$ cat config.mk
export PLATFORM = sky130hd
export DESIGN_NAME = split_nibble_clkdiv
export DESIGN_NICKNAME = d
export VERILOG_FILES = /design/src/rtl/snd_pkg.sv /design/src/rtl/snd_ctrl_reg.sv /design/src/rtl/snd_phase_gen.sv /design/src/rtl/snd_out_stage.sv /design/src/rtl/split_nibble_clkdiv.sv
export SDC_FILE = /design/constraint.sdc
export NUM_CORES = 1
export LEC_CHECK = 0
export CORE_ASPECT_RATIO = 1.5
export CORE_MARGIN = 4
export CORE_UTILIZATION = 49
export CTS_CLUSTER_SIZE = 40
export DETAILED_ROUTE_END_ITERATION = 10
export PLACE_DENSITY_LB_ADDON = 0.05
export SYNTH_ARGS = -nofsm -noshare
export SYNTH_HDL_FRONTEND = slang
export SYNTH_SLANG_ARGS = --single-unit
$ cat constraint.sdc
create_clock -name clk -period 3.13 [get_ports clk]
set_input_delay 0.4695 -clock clk [delete_from_list [all_inputs] [get_ports clk]]
set_output_delay 0.4695 -clock clk [all_outputs]
set_load 0.02 [all_outputs]
$ cat src/rtl/snd_pkg.sv
package snd_pkg;

    localparam int CTRL_W   = 16;
    localparam int NIB_W    = 4;
    localparam int DIV_W    = 2 * NIB_W;
    localparam int SPARE_W  = CTRL_W - DIV_W - 2;
    localparam int MAX_HI   = 5;
    localparam int MAX_LO   = 4;

    typedef enum logic [1:0] {
        OP_NONE      = 2'd0,
        OP_WRITE_ALL = 2'd1,
        OP_WRITE_DIV = 2'd2,
        OP_SET_PATH  = 2'd3
    } cfg_op_e;

    typedef enum logic {
        PH_LOW  = 1'b0,
        PH_HIGH = 1'b1
    } phase_e;

    typedef struct packed {
        logic [NIB_W-1:0] hi;
        logic [NIB_W-1:0] lo;
    } div_set_t;

    typedef struct packed {
        logic [SPARE_W-1:0] spare;
        logic               stick;
        logic               fb;
        div_set_t           div;
    } ctrl_t;

    // Accepted settings: balanced or high-heavy by one, within the limits.
    function automatic logic div_ok(div_set_t d);
        logic in_range;
        logic balanced;
        logic skewed;
        in_range = (int'(d.hi) <= MAX_HI) && (int'(d.lo) <= MAX_LO);
        balanced = (d.hi == d.lo);
        skewed   = (d.lo != '0) && (d.hi == d.lo + NIB_W'(1));
        return in_range && (balanced || skewed);
    endfunction

endpackage

$ cat src/rtl/snd_ctrl_reg.sv
module snd_ctrl_reg
    import snd_pkg::*;
#(
    parameter logic [CTRL_W-1:0] RESET_CTRL = 16'h0054
) (
    input  logic              clk,
    input  logic              rst,
    input  logic [1:0]        cfg_op,
    input  logic [CTRL_W-1:0] cfg_wdata,
    output ctrl_t             ctrl_q
);

    ctrl_t    ctrl_d;
    ctrl_t    wr_word;
    div_set_t wr_div;

    assign wr_word = ctrl_t'(cfg_wdata);
    assign wr_div  = div_set_t'(cfg_wdata[DIV_W-1:0]);

    always_comb begin
        ctrl_d = ctrl_q;
        unique case (cfg_op_e'(cfg_op))
            OP_WRITE_ALL: begin
                ctrl_d = wr_word;
                if (!div_ok(wr_word.div)) begin
                    ctrl_d.div = ctrl_q.div;
                end
            end
            OP_WRITE_DIV: begin
                if (div_ok(wr_div)) begin
                    ctrl_d.div = wr_div;
                end
            end
            OP_SET_PATH: begin
                ctrl_d.fb    = 1'b0;
                ctrl_d.stick = cfg_wdata[0];
            end
            default: ctrl_d = ctrl_q;
        endcase
    end

    always_ff @(posedge clk) begin
        if (rst) begin
            ctrl_q <= ctrl_t'(RESET_CTRL);
        end else begin
            ctrl_q <= ctrl_d;
        end
    end

endmodule

$ cat src/rtl/snd_phase_gen.sv
module snd_phase_gen
    import snd_pkg::*;
(
    input  logic     clk,
    input  logic     rst,
    input  logic     hold,
    input  div_set_t next_set,
    output logic     hi_next,
    output logic     enter_hi
);

    phase_e           phase_q, phase_d;
    logic [NIB_W-1:0] cnt_q, cnt_d;
    div_set_t         act_q, act_d;

    // Reset and hold both park the generator at the end of a low phase,
    // so the next free-running edge always opens a high phase.
    always_comb begin
        phase_d  = phase_q;
        cnt_d    = cnt_q;
        act_d    = act_q;
        enter_hi = 1'b0;
        if (hold) begin
            phase_d = PH_LOW;
            cnt_d   = '0;
        end else if (phase_q == PH_HIGH) begin
            if (cnt_q == '0) begin
                phase_d = PH_LOW;
                cnt_d   = act_q.lo;
            end else begin
                cnt_d = cnt_q - NIB_W'(1);
            end
        end else begin
            if (cnt_q == '0) begin
                act_d    = next_set;
                phase_d  = PH_HIGH;
                cnt_d    = next_set.hi;
                enter_hi = 1'b1;
            end else begin
                cnt_d = cnt_q - NIB_W'(1);
            end
        end
    end

    assign hi_next = (phase_d == PH_HIGH);

    always_ff @(posedge clk) begin
        if (rst) begin
            phase_q <= PH_LOW;
            cnt_q   <= '0;
            act_q   <= '0;
        end else begin
            phase_q <= phase_d;
            cnt_q   <= cnt_d;
            act_q   <= act_d;
        end
    end

endmodule

$ cat src/rtl/snd_out_stage.sv
module snd_out_stage (
    input  logic clk,
    input  logic rst,
    input  logic bypass,
    input  logic ref_in,
    input  logic hi_next,
    input  logic enter_hi,
    output logic div_clk,
    output logic div_tick,
    output logic running
);

    always_ff @(posedge clk) begin
        if (rst) begin
            div_clk  <= 1'b0;
            div_tick <= 1'b0;
            running  <= 1'b0;
        end else if (bypass) begin
            div_clk  <= ref_in;
            div_tick <= 1'b0;
            running  <= 1'b0;
        end else begin
            div_clk  <= hi_next;
            div_tick <= enter_hi;
            running  <= 1'b1;
        end
    end

endmodule

$ cat src/rtl/split_nibble_clkdiv.sv
module split_nibble_clkdiv
    import snd_pkg::*;
#(
    parameter logic [CTRL_W-1:0] RESET_CTRL = 16'h0054,
    parameter logic [DIV_W-1:0]  STICK_DIV  = 8'h22
) (
    input  logic              clk,
    input  logic              rst,
    input  logic [1:0]        cfg_op,
    input  logic [CTRL_W-1:0] cfg_wdata,
    input  logic              low_power,
    input  logic              ref_in,
    output logic              div_clk,
    output logic              div_tick,
    output logic              running,
    output logic [CTRL_W-1:0] ctrl_q
);

    ctrl_t    ctrl;
    div_set_t eff_set;
    logic     hi_next;
    logic     enter_hi;

    snd_ctrl_reg #(.RESET_CTRL(RESET_CTRL)) u_ctrl (
        .clk       (clk),
        .rst       (rst),
        .cfg_op    (cfg_op),
        .cfg_wdata (cfg_wdata),
        .ctrl_q    (ctrl)
    );

    always_comb begin
        eff_set = ctrl.stick ? div_set_t'(STICK_DIV) : ctrl.div;
    end

    snd_phase_gen u_phase (
        .clk      (clk),
        .rst      (rst),
        .hold     (low_power),
        .next_set (eff_set),
        .hi_next  (hi_next),
        .enter_hi (enter_hi)
    );

    snd_out_stage u_out (
        .clk      (clk),
        .rst      (rst),
        .bypass   (low_power),
        .ref_in   (ref_in),
        .hi_next  (hi_next),
        .enter_hi (enter_hi),
        .div_clk  (div_clk),
        .div_tick (div_tick),
        .running  (running)
    );

    assign ctrl_q = ctrl_q_w(ctrl);

    function automatic logic [CTRL_W-1:0] ctrl_q_w(ctrl_t c);
        return CTRL_W'(c);
    endfunction

endmodule

==> results.sh, run 1 <==
export IMPL_finClkSkew_ns=0.00818
export IMPL_vias=1075
export IMPL_pre_cts_ws_ns=0.557
export IMPL_reg2reg_from="u_phase.cnt_q[0]"
export IMPL_grt_pass1_wl_um=4610
export IMPL_combPwrFrac=0.208
export IMPL_yosys_warnings=0
export IMPL_finalInstanceArea_mm2=0.00177
export IMPL_layout_setup_ws_ns=0.861
export IMPL_sw_frac_of_total=0.251
export IMPL_slew_headroom=0.682
export IMPL_start_util=0.519
export IMPL_cts_tree="built"
export IMPL_finalHoldViolCount=0
export IMPL_dp_hpwl_um=2230
export IMPL_viasPerCell=5.14
export IMPL_status="complete, no violations"
export IMPL_clkPwrFrac=0.294
export IMPL_wl_um=2780
export IMPL_portBuffers=40
export IMPL_num_rows=22
export IMPL_fp_dieH_um=71.1
export IMPL_cts_setup_buffers=0
export IMPL_cp_cell_sequence="clkdlybuf4s50_1 > inv_1 > ha_1 > xor2_1 > a2111oi_2 > o221a_2 > mux2i_1"
export IMPL_nets=201
export IMPL_netSwitchingPower_mw=0.199
export IMPL_dieArea_mm2=0.00356
export IMPL_slew_violations=0
export IMPL_io_pin_count=41
export IMPL_syn_cell_area_mm2=0.00130
export IMPL_period_minus_slack_ns=2.27
export IMPL_first_pass_iters=4
export IMPL_final_setup_tns_ns=0
export IMPL_p_int_mw=0.592
export IMPL_place_congestion=0.742
export IMPL_ys_ff_latch=28
export IMPL_worstHoldStart="u_phase.act_q[3]"
export IMPL_drive_gt1_frac=0.0694
export IMPL_clock_latency_ns=0.33
export IMPL_p_leak_nw=0.674
export IMPL_cp_slowest_cell="clkdlybuf4s50_1"
export IMPL_crit_required_ns=3.39
export IMPL_worstMarginPinSlew_ns=0.477
export IMPL_syn_inst=136
export IMPL_netlist_top_cell_by_area="dfxtp_1"
export IMPL_antenna_found_initial=0
export IMPL_hold_ws_ns=0.486
export IMPL_crit_arrival_ns=2.53
export IMPL_timing_rr_end="u_phase.act_q[1]"
export IMPL_syn_num_nets=163
export IMPL_wire_per_inst_um=13.3
export IMPL_die_x_um=50.1
export IMPL_rrSetupSlack_ns=1.30
export IMPL_yosysSeqAreaShare=0.431
export IMPL_grt_pass1_vias=1117
export IMPL_yosysUniqueCellTypes=31
export IMPL_cts_max_level=1
export IMPL_place_area_mm2=0.00171
export IMPL_syn_area_per_cell_um2=9.56
export IMPL_cts_reportedPaths_clkPinSlew_ns=0.15
export IMPL_worstHoldEndpoint="u_phase.act_q[3]"
export IMPL_end_kind="register"
export IMPL_reg2reg_depth=6
export IMPL_area_delta_synth_final_pct=35.9
export IMPL_critical_path_max_stage_delay_ns=0.55
export IMPL_cts_hold_buf=0
export IMPL_critical_path_class="input port to register"
export IMPL_fmax_mhz=441
export IMPL_clk_path_buf_depth=2
export IMPL_whs_path_depth=2
export IMPL_synth_top_cell_area_share=0.431
export IMPL_first_iter_violations=10
export IMPL_cts_root_buf="clkbuf_4"
export IMPL_rsz0062_at_grt="no"
export IMPL_overflow=0
export IMPL_cts_buffers=3
export IMPL_final_util=0.705
export IMPL_drc=0
export IMPL_worstPathMaxFanout=8
export IMPL_ir_drop_mv=0.287
export IMPL_synthTopCellsByArea="dfxtp_1, mux2i_1, nor2_1"
export IMPL_cp_start_kind="input port"
export IMPL_antenna_left=0
export IMPL_grt_max_degree=29
export IMPL_coreArea_mm2=0.00250
export IMPL_finalCritPeriodShare=0.725
export IMPL_clock_sinks=28
export IMPL_setup_viol=0
export IMPL_grt_use_total=0.164
export IMPL_maxCapViolCount=0
export IMPL_min_path_type="register to register"
export IMPL_diodes=0
export IMPL_p_seq_frac=0.498
export IMPL_cellPowerDensity_mw_per_mm2=448
export IMPL_cts_resized=0
-- kinds of logic (layout without fill, tap and decap cells) --
family                   Yosys count  after routing  share of synthesized area
adder cells (fa/ha/maj)            5              5                     0.0481
AO/OA/AOI/OAI                     23             23                      0.127
flip-flops                        28             28                      0.431
XOR/XNOR                           5              5                     0.0337
AND/OR/NAND/NOR                   46             46                      0.202
buffers and inverters             15             52                     0.0500
multiplexers                      14             14                      0.108
-- final cells by class --
class	instances	area (um^2)
Clock buffer	3	22.5
Clock inverter	1	30.0
Fill cell	205	738
Inverter	7	26.3
Multi-Input combinational cell	93	674
Sequential cell	28	561
Tap cell	36	45.0
Timing Repair Buffer	41	408
-- registers in the layout, summed over array words and instances (netlist names) --
signal           cells
u_out.div_clk        1
u_phase.act_q        4
u_out.running        1
u_ctrl.ctrl_q       16
u_phase.phase_q      1
u_out.div_tick       1
u_phase.cnt_q        4
-- worst max-delay path by stage --
stage | end | cells past startpoint | start | slack (ns)
2_1_floorplan | u_ctrl.ctrl_q[0] | 7 | cfg_wdata[0] | 1.34
3_3_place_gp | u_ctrl.ctrl_q[2] | 7 | cfg_wdata[0] | 0.67
3_5_place_dp | u_ctrl.ctrl_q[6] | 7 | cfg_wdata[0] | 0.56
4_1_cts | u_ctrl.ctrl_q[0] | 7 | cfg_wdata[0] | 0.89
5_1_grt | u_ctrl.ctrl_q[0] | 7 | cfg_wdata[1] | 0.78
6_report | u_ctrl.ctrl_q[0] | 7 | cfg_wdata[0] | 0.86
-- synth_stat cells, drive strengths merged --
cell / count
a2111o: 1
a2111oi: 2
a211oi: 5
a21oi: 8
and2b: 1
and3: 1
buf: 1
clkbuf: 7
dfxtp: 28
ha: 5
inv: 7
mux2i: 14
nand2: 2
nand2b: 9
nand3b: 4
nor2: 18
nor2b: 1
nor3: 3
nor3b: 4
o21ai: 3
o21bai: 1
o221a: 2
o31ai: 1
or2: 1
or3b: 2
xnor2: 3
xor2: 2
-- worst max-delay path, delay by kind of cell --
kind                       cells  cell delay [ns]
muxes                          1             0.22
buffers and inverters          2             0.64
xor gates and xnor gates       1             0.16
adders and majority gates      1             0.31
AOI/OAI and AO/OA              2             0.71
-- power groups by stage --
| stage | registers (mW) | logic [mW] | clock network [mW] |
|---|---|---|---|
| floorplan | 0.407 | 0.0922 | 0 |
| global placement | 0.401 | 0.159 | 0 |
| detailed placement | 0.402 | 0.165 | 0 |
| CTS | 0.395 | 0.166 | 0.242 |
| global route | 0.398 | 0.179 | 0.256 |
| finish | 0.394 | 0.164 | 0.232 |
-- cell usage in the layout (no fill, tap or decap) --
| cell type | synthesis | routed |
|---|---|---|
| a2111o_1 | 1 | 1 |
| a2111oi_0 | 1 | 1 |
| a2111oi_2 | 1 | 1 |
| a211oi_1 | 5 | 5 |
| a21oi_1 | 8 | 8 |
| and2b_1 | 1 | 1 |
| and3_2 | 1 | 1 |
| buf_4 | 0 | 1 |
| bufinv_16 | 0 | 1 |
| clkbuf_4 | 0 | 3 |
| clkdlybuf4s50_1 | 0 | 40 |
| dfxtp_1 | 28 | 28 |
| ha_1 | 5 | 5 |
| inv_1 | 7 | 7 |
| mux2i_1 | 14 | 14 |
| nand2_1 | 2 | 2 |
| nand2b_1 | 9 | 9 |
| nand3b_1 | 4 | 4 |
| nor2_1 | 18 | 18 |
| nor2b_1 | 1 | 1 |
| nor3_1 | 2 | 2 |
| nor3_4 | 1 | 1 |
| nor3b_1 | 4 | 4 |
| o21ai_0 | 3 | 3 |
| o21bai_1 | 1 | 1 |
| o221a_2 | 2 | 2 |
| o31ai_1 | 1 | 1 |
| or2_2 | 1 | 1 |
| or3b_1 | 1 | 1 |
| or3b_2 | 1 | 1 |
| xnor2_1 | 3 | 3 |
| xor2_1 | 2 | 2 |
-- stage by stage --
stage	cells	total power, mW
finish	209	0.791
global route	209	0.834
CTS	209	0.802
detailed placement	205	0.568
global placement	205	0.560
floorplan	136	0.500
-- metal layers --
layer	up-vias	share of wire	global-route usage
met5	-	0	0
met1	499	0.38	0.149
met3	7	0.040	0.0295
li1	541	-	-
met4	0	0.026	0.0985
met2	28	0.55	0.321
Note: power is estimated with default switching activity, not from simulation.
==> run 2: changes to the inputs <==
--- a/config.mk
+++ b/config.mk
@@ -7,7 +7,7 @@
 export LEC_CHECK = 0
 export CORE_ASPECT_RATIO = 1.5
 export CORE_MARGIN = 4
-export CORE_UTILIZATION = 49
+export CORE_UTILIZATION = 41
 export CTS_CLUSTER_SIZE = 40
 export DETAILED_ROUTE_END_ITERATION = 10
 export PLACE_DENSITY_LB_ADDON = 0.05
==> constraint.sdc (replaced) <==
create_clock -name clk -period 2.04 [get_ports clk]
set_input_delay 0.306 -clock clk [delete_from_list [all_inputs] [get_ports clk]]
set_output_delay 0.306 -clock clk [all_outputs]
set_load 0.02 [all_outputs]
==> results.sh, run 2 (synthesis gave the netlist of run 1 again) <==
export IMPL_crit_arrival_ns=2.14
export IMPL_antenna_found_initial=0
export IMPL_cellPowerDensity_mw_per_mm2=703
export IMPL_drive_gt1_frac=0.115
export IMPL_min_path_type="input port to register"
export IMPL_clock_latency_ns=0.28
export IMPL_worstPathMaxFanout=8
export IMPL_setup_viol=0
export IMPL_clock_sinks=28
export IMPL_num_rows=24
export IMPL_largest_reg_flops=16
export IMPL_rsz0062_at_grt="no"
export IMPL_io_pin_count=41
export IMPL_dieArea_mm2=0.00415
export IMPL_netSwitchingPower_mw=0.320
export IMPL_finalCritPeriodShare=0.946
export IMPL_antenna_left=0
export IMPL_regMostFlops="u_ctrl.ctrl_q"
export IMPL_instances_no_fill=221
export IMPL_cts_tree="built"
export IMPL_slew_headroom=0.731
export IMPL_wire_per_inst_um=12.4
export IMPL_reg2reg_depth=6
export IMPL_first_pass_iters=4
export IMPL_die_x_um=54.0
export IMPL_finClkSkew_ns=0.00977
export IMPL_grt_max_degree=28
export IMPL_fp_dieH_um=77.0
export IMPL_place_congestion=0.790
export IMPL_cp_start_kind="input port"
export IMPL_overflow=0
export IMPL_slew_violations=0
export IMPL_dp_cells=217
export IMPL_crit_start="cfg_op[1]"
export IMPL_viasPerCell=5.06
export IMPL_worstHoldStart="cfg_wdata[1]"
export IMPL_p_int_mw=0.986
export IMPL_sw_frac_of_total=0.245
export IMPL_wl_um=2750
export IMPL_ir_drop_mv=0.434
export IMPL_whs_path_depth=4
export IMPL_critical_path_max_stage_delay_ns=0.47
export IMPL_cts_max_level=1
export IMPL_start_util=0.437
export IMPL_grt_use_total=0.142
export IMPL_layout_commonest_cell="clkdlybuf4s50_1"
export IMPL_hold_ws_ns=0.473
export IMPL_nets=210
export IMPL_drc=0
export IMPL_vias=1118
export IMPL_cts_reportedPaths_clkPinSlew_ns=0.09
export IMPL_clkPwrFrac=0.335
export IMPL_totalPowerFinal_mw=1.31
export IMPL_portBuffers=40
export IMPL_cp_slowest_cell="clkdlybuf4s50_1"
export IMPL_critPathTopFamily="compound AO/OA/AOI/OAI gates"
export IMPL_cts_buffers=3
export IMPL_p_seq_frac=0.462
export IMPL_critical_path_class="input port to register"
export IMPL_reg_top3="u_ctrl.ctrl_q (16), u_phase.act_q (4), u_phase.cnt_q (4)"
export IMPL_clk_path_buf_depth=2
export IMPL_grt_pass1_wl_um=4450
export IMPL_first_iter_violations=13
export IMPL_grt_pass1_vias=1093
export IMPL_worstSetupPathDepth=6
export IMPL_cts_hold_buf=0
export IMPL_maxCapViolCount=0
export IMPL_worstMarginPinSlew_ns=0.402
export IMPL_p_leak_nw=0.736
export IMPL_diodes=0
export IMPL_period_minus_slack_ns=1.93
export IMPL_final_cell_mix="clkdlybuf4s50_1, dfxtp_1, nor2_1"
export IMPL_combPwrFrac=0.204
export IMPL_dp_hpwl_um=2220
export IMPL_cts_root_buf="clkbuf_8"
export IMPL_cp_cell_sequence="clkdlybuf4s50_1 > inv_1 > ha_1 > a2111oi_1 > o221a_2 > mux2i_1"
export IMPL_reg2reg_from="u_phase.cnt_q[0]"
export IMPL_end_kind="register"
export IMPL_cp_num_buf_inv=2
export IMPL_coreArea_mm2=0.00297
export IMPL_fmax_mhz=518
export IMPL_status="complete, no violations"
export IMPL_area_delta_synth_final_pct=43.0
export IMPL_finalHoldViolCount=0
export IMPL_crit_required_ns=2.25
-- run 2: cell types whose count changed in the layout (fill, tap and decap cells not counted), sizes merged --
cell and change:
buf +9, dlymetal6s2s +1, dlygate4sd2 +1, clkdlybuf4s50 -2
-- run 2: per-stage QoR --
stage	worst slack (ns)	instance area, um^2	setup TNS, ns	utilization
after floorplan	0.410	1300	0	-
after global placement	-0.262	1790	-1.96	0.601
after detailed placement	-0.314	1790	-2.29	0.601
after CTS	0.0531	1860	0	0.624
after global routing	0.0240	1860	0	0.625
final	0.110	1860	0	0.625
-- run 2: path summary, 6_finish.rpt --
check	slack, ns	end
max	0.11	u_ctrl.ctrl_q[0]
max reg2reg	0.35	u_phase.act_q[1]
min	0.47	u_ctrl.ctrl_q[1]
min reg2reg	0.49	u_phase.act_q[2]
-- run 2: power groups by stage --
stage                     clock network (mW)  logic (mW)  registers, mW
after detailed placement                   0       0.270          0.616
after global placement                     0       0.264          0.616
after CTS                              0.451       0.270          0.604
after floorplan                            0       0.142          0.625
after global routing                   0.466       0.292          0.608
final                                  0.437       0.266          0.603
-- run 2: layer usage --
metal | global-route usage | vias up | part of all wire
li1 | - | 561 | -
met1 | 0.138 | 521 | 0.39
met2 | 0.262 | 30 | 0.54
met3 | 0.0329 | 6 | 0.051
met4 | 0.0698 | 0 | 0.023
met5 | 0 | - | 0
-- run 2: what timing repair did --
action                     CTS  global route
resized for setup            1             2
cloned                       0             0
setup endpoints to repair    6             6
pin swaps                    1             2
buffers inserted             0             0
-- run 2: area by class of cell --
cell class              instances  area [um^2]
inverters                       7         26.3
fillers                       259         1110
clock buffers                   3         41.3
well taps                      39         48.8
clock inverters                 1         30.0
repair buffers                 50          477
flip-flops and latches         28          561
multi-input cells              93          676
-- run 2: worst register-to-register path, delay by kind of cell, from the launching register on --
kind                       cells  cell delay (ns)
AOI/OAI and AO/OA              1             0.20
adders and majority gates      1             0.23
buffers and inverters          1             0.08
DFF                            1             0.34
and+or+nand+nor                3             0.76
==> run 3: changes to the inputs <==
--- a/config.mk
+++ b/config.mk
@@ -5,6 +5,7 @@
 export SDC_FILE = /design/constraint.sdc
 export NUM_CORES = 1
 export LEC_CHECK = 0
+export CAP_MARGIN = 25
 export CORE_ASPECT_RATIO = 1.5
 export CORE_MARGIN = 4
 export CORE_UTILIZATION = 41
==> results of run 3 <==
Same layout as run 2: the final DEF is identical, and so are final timing and power.
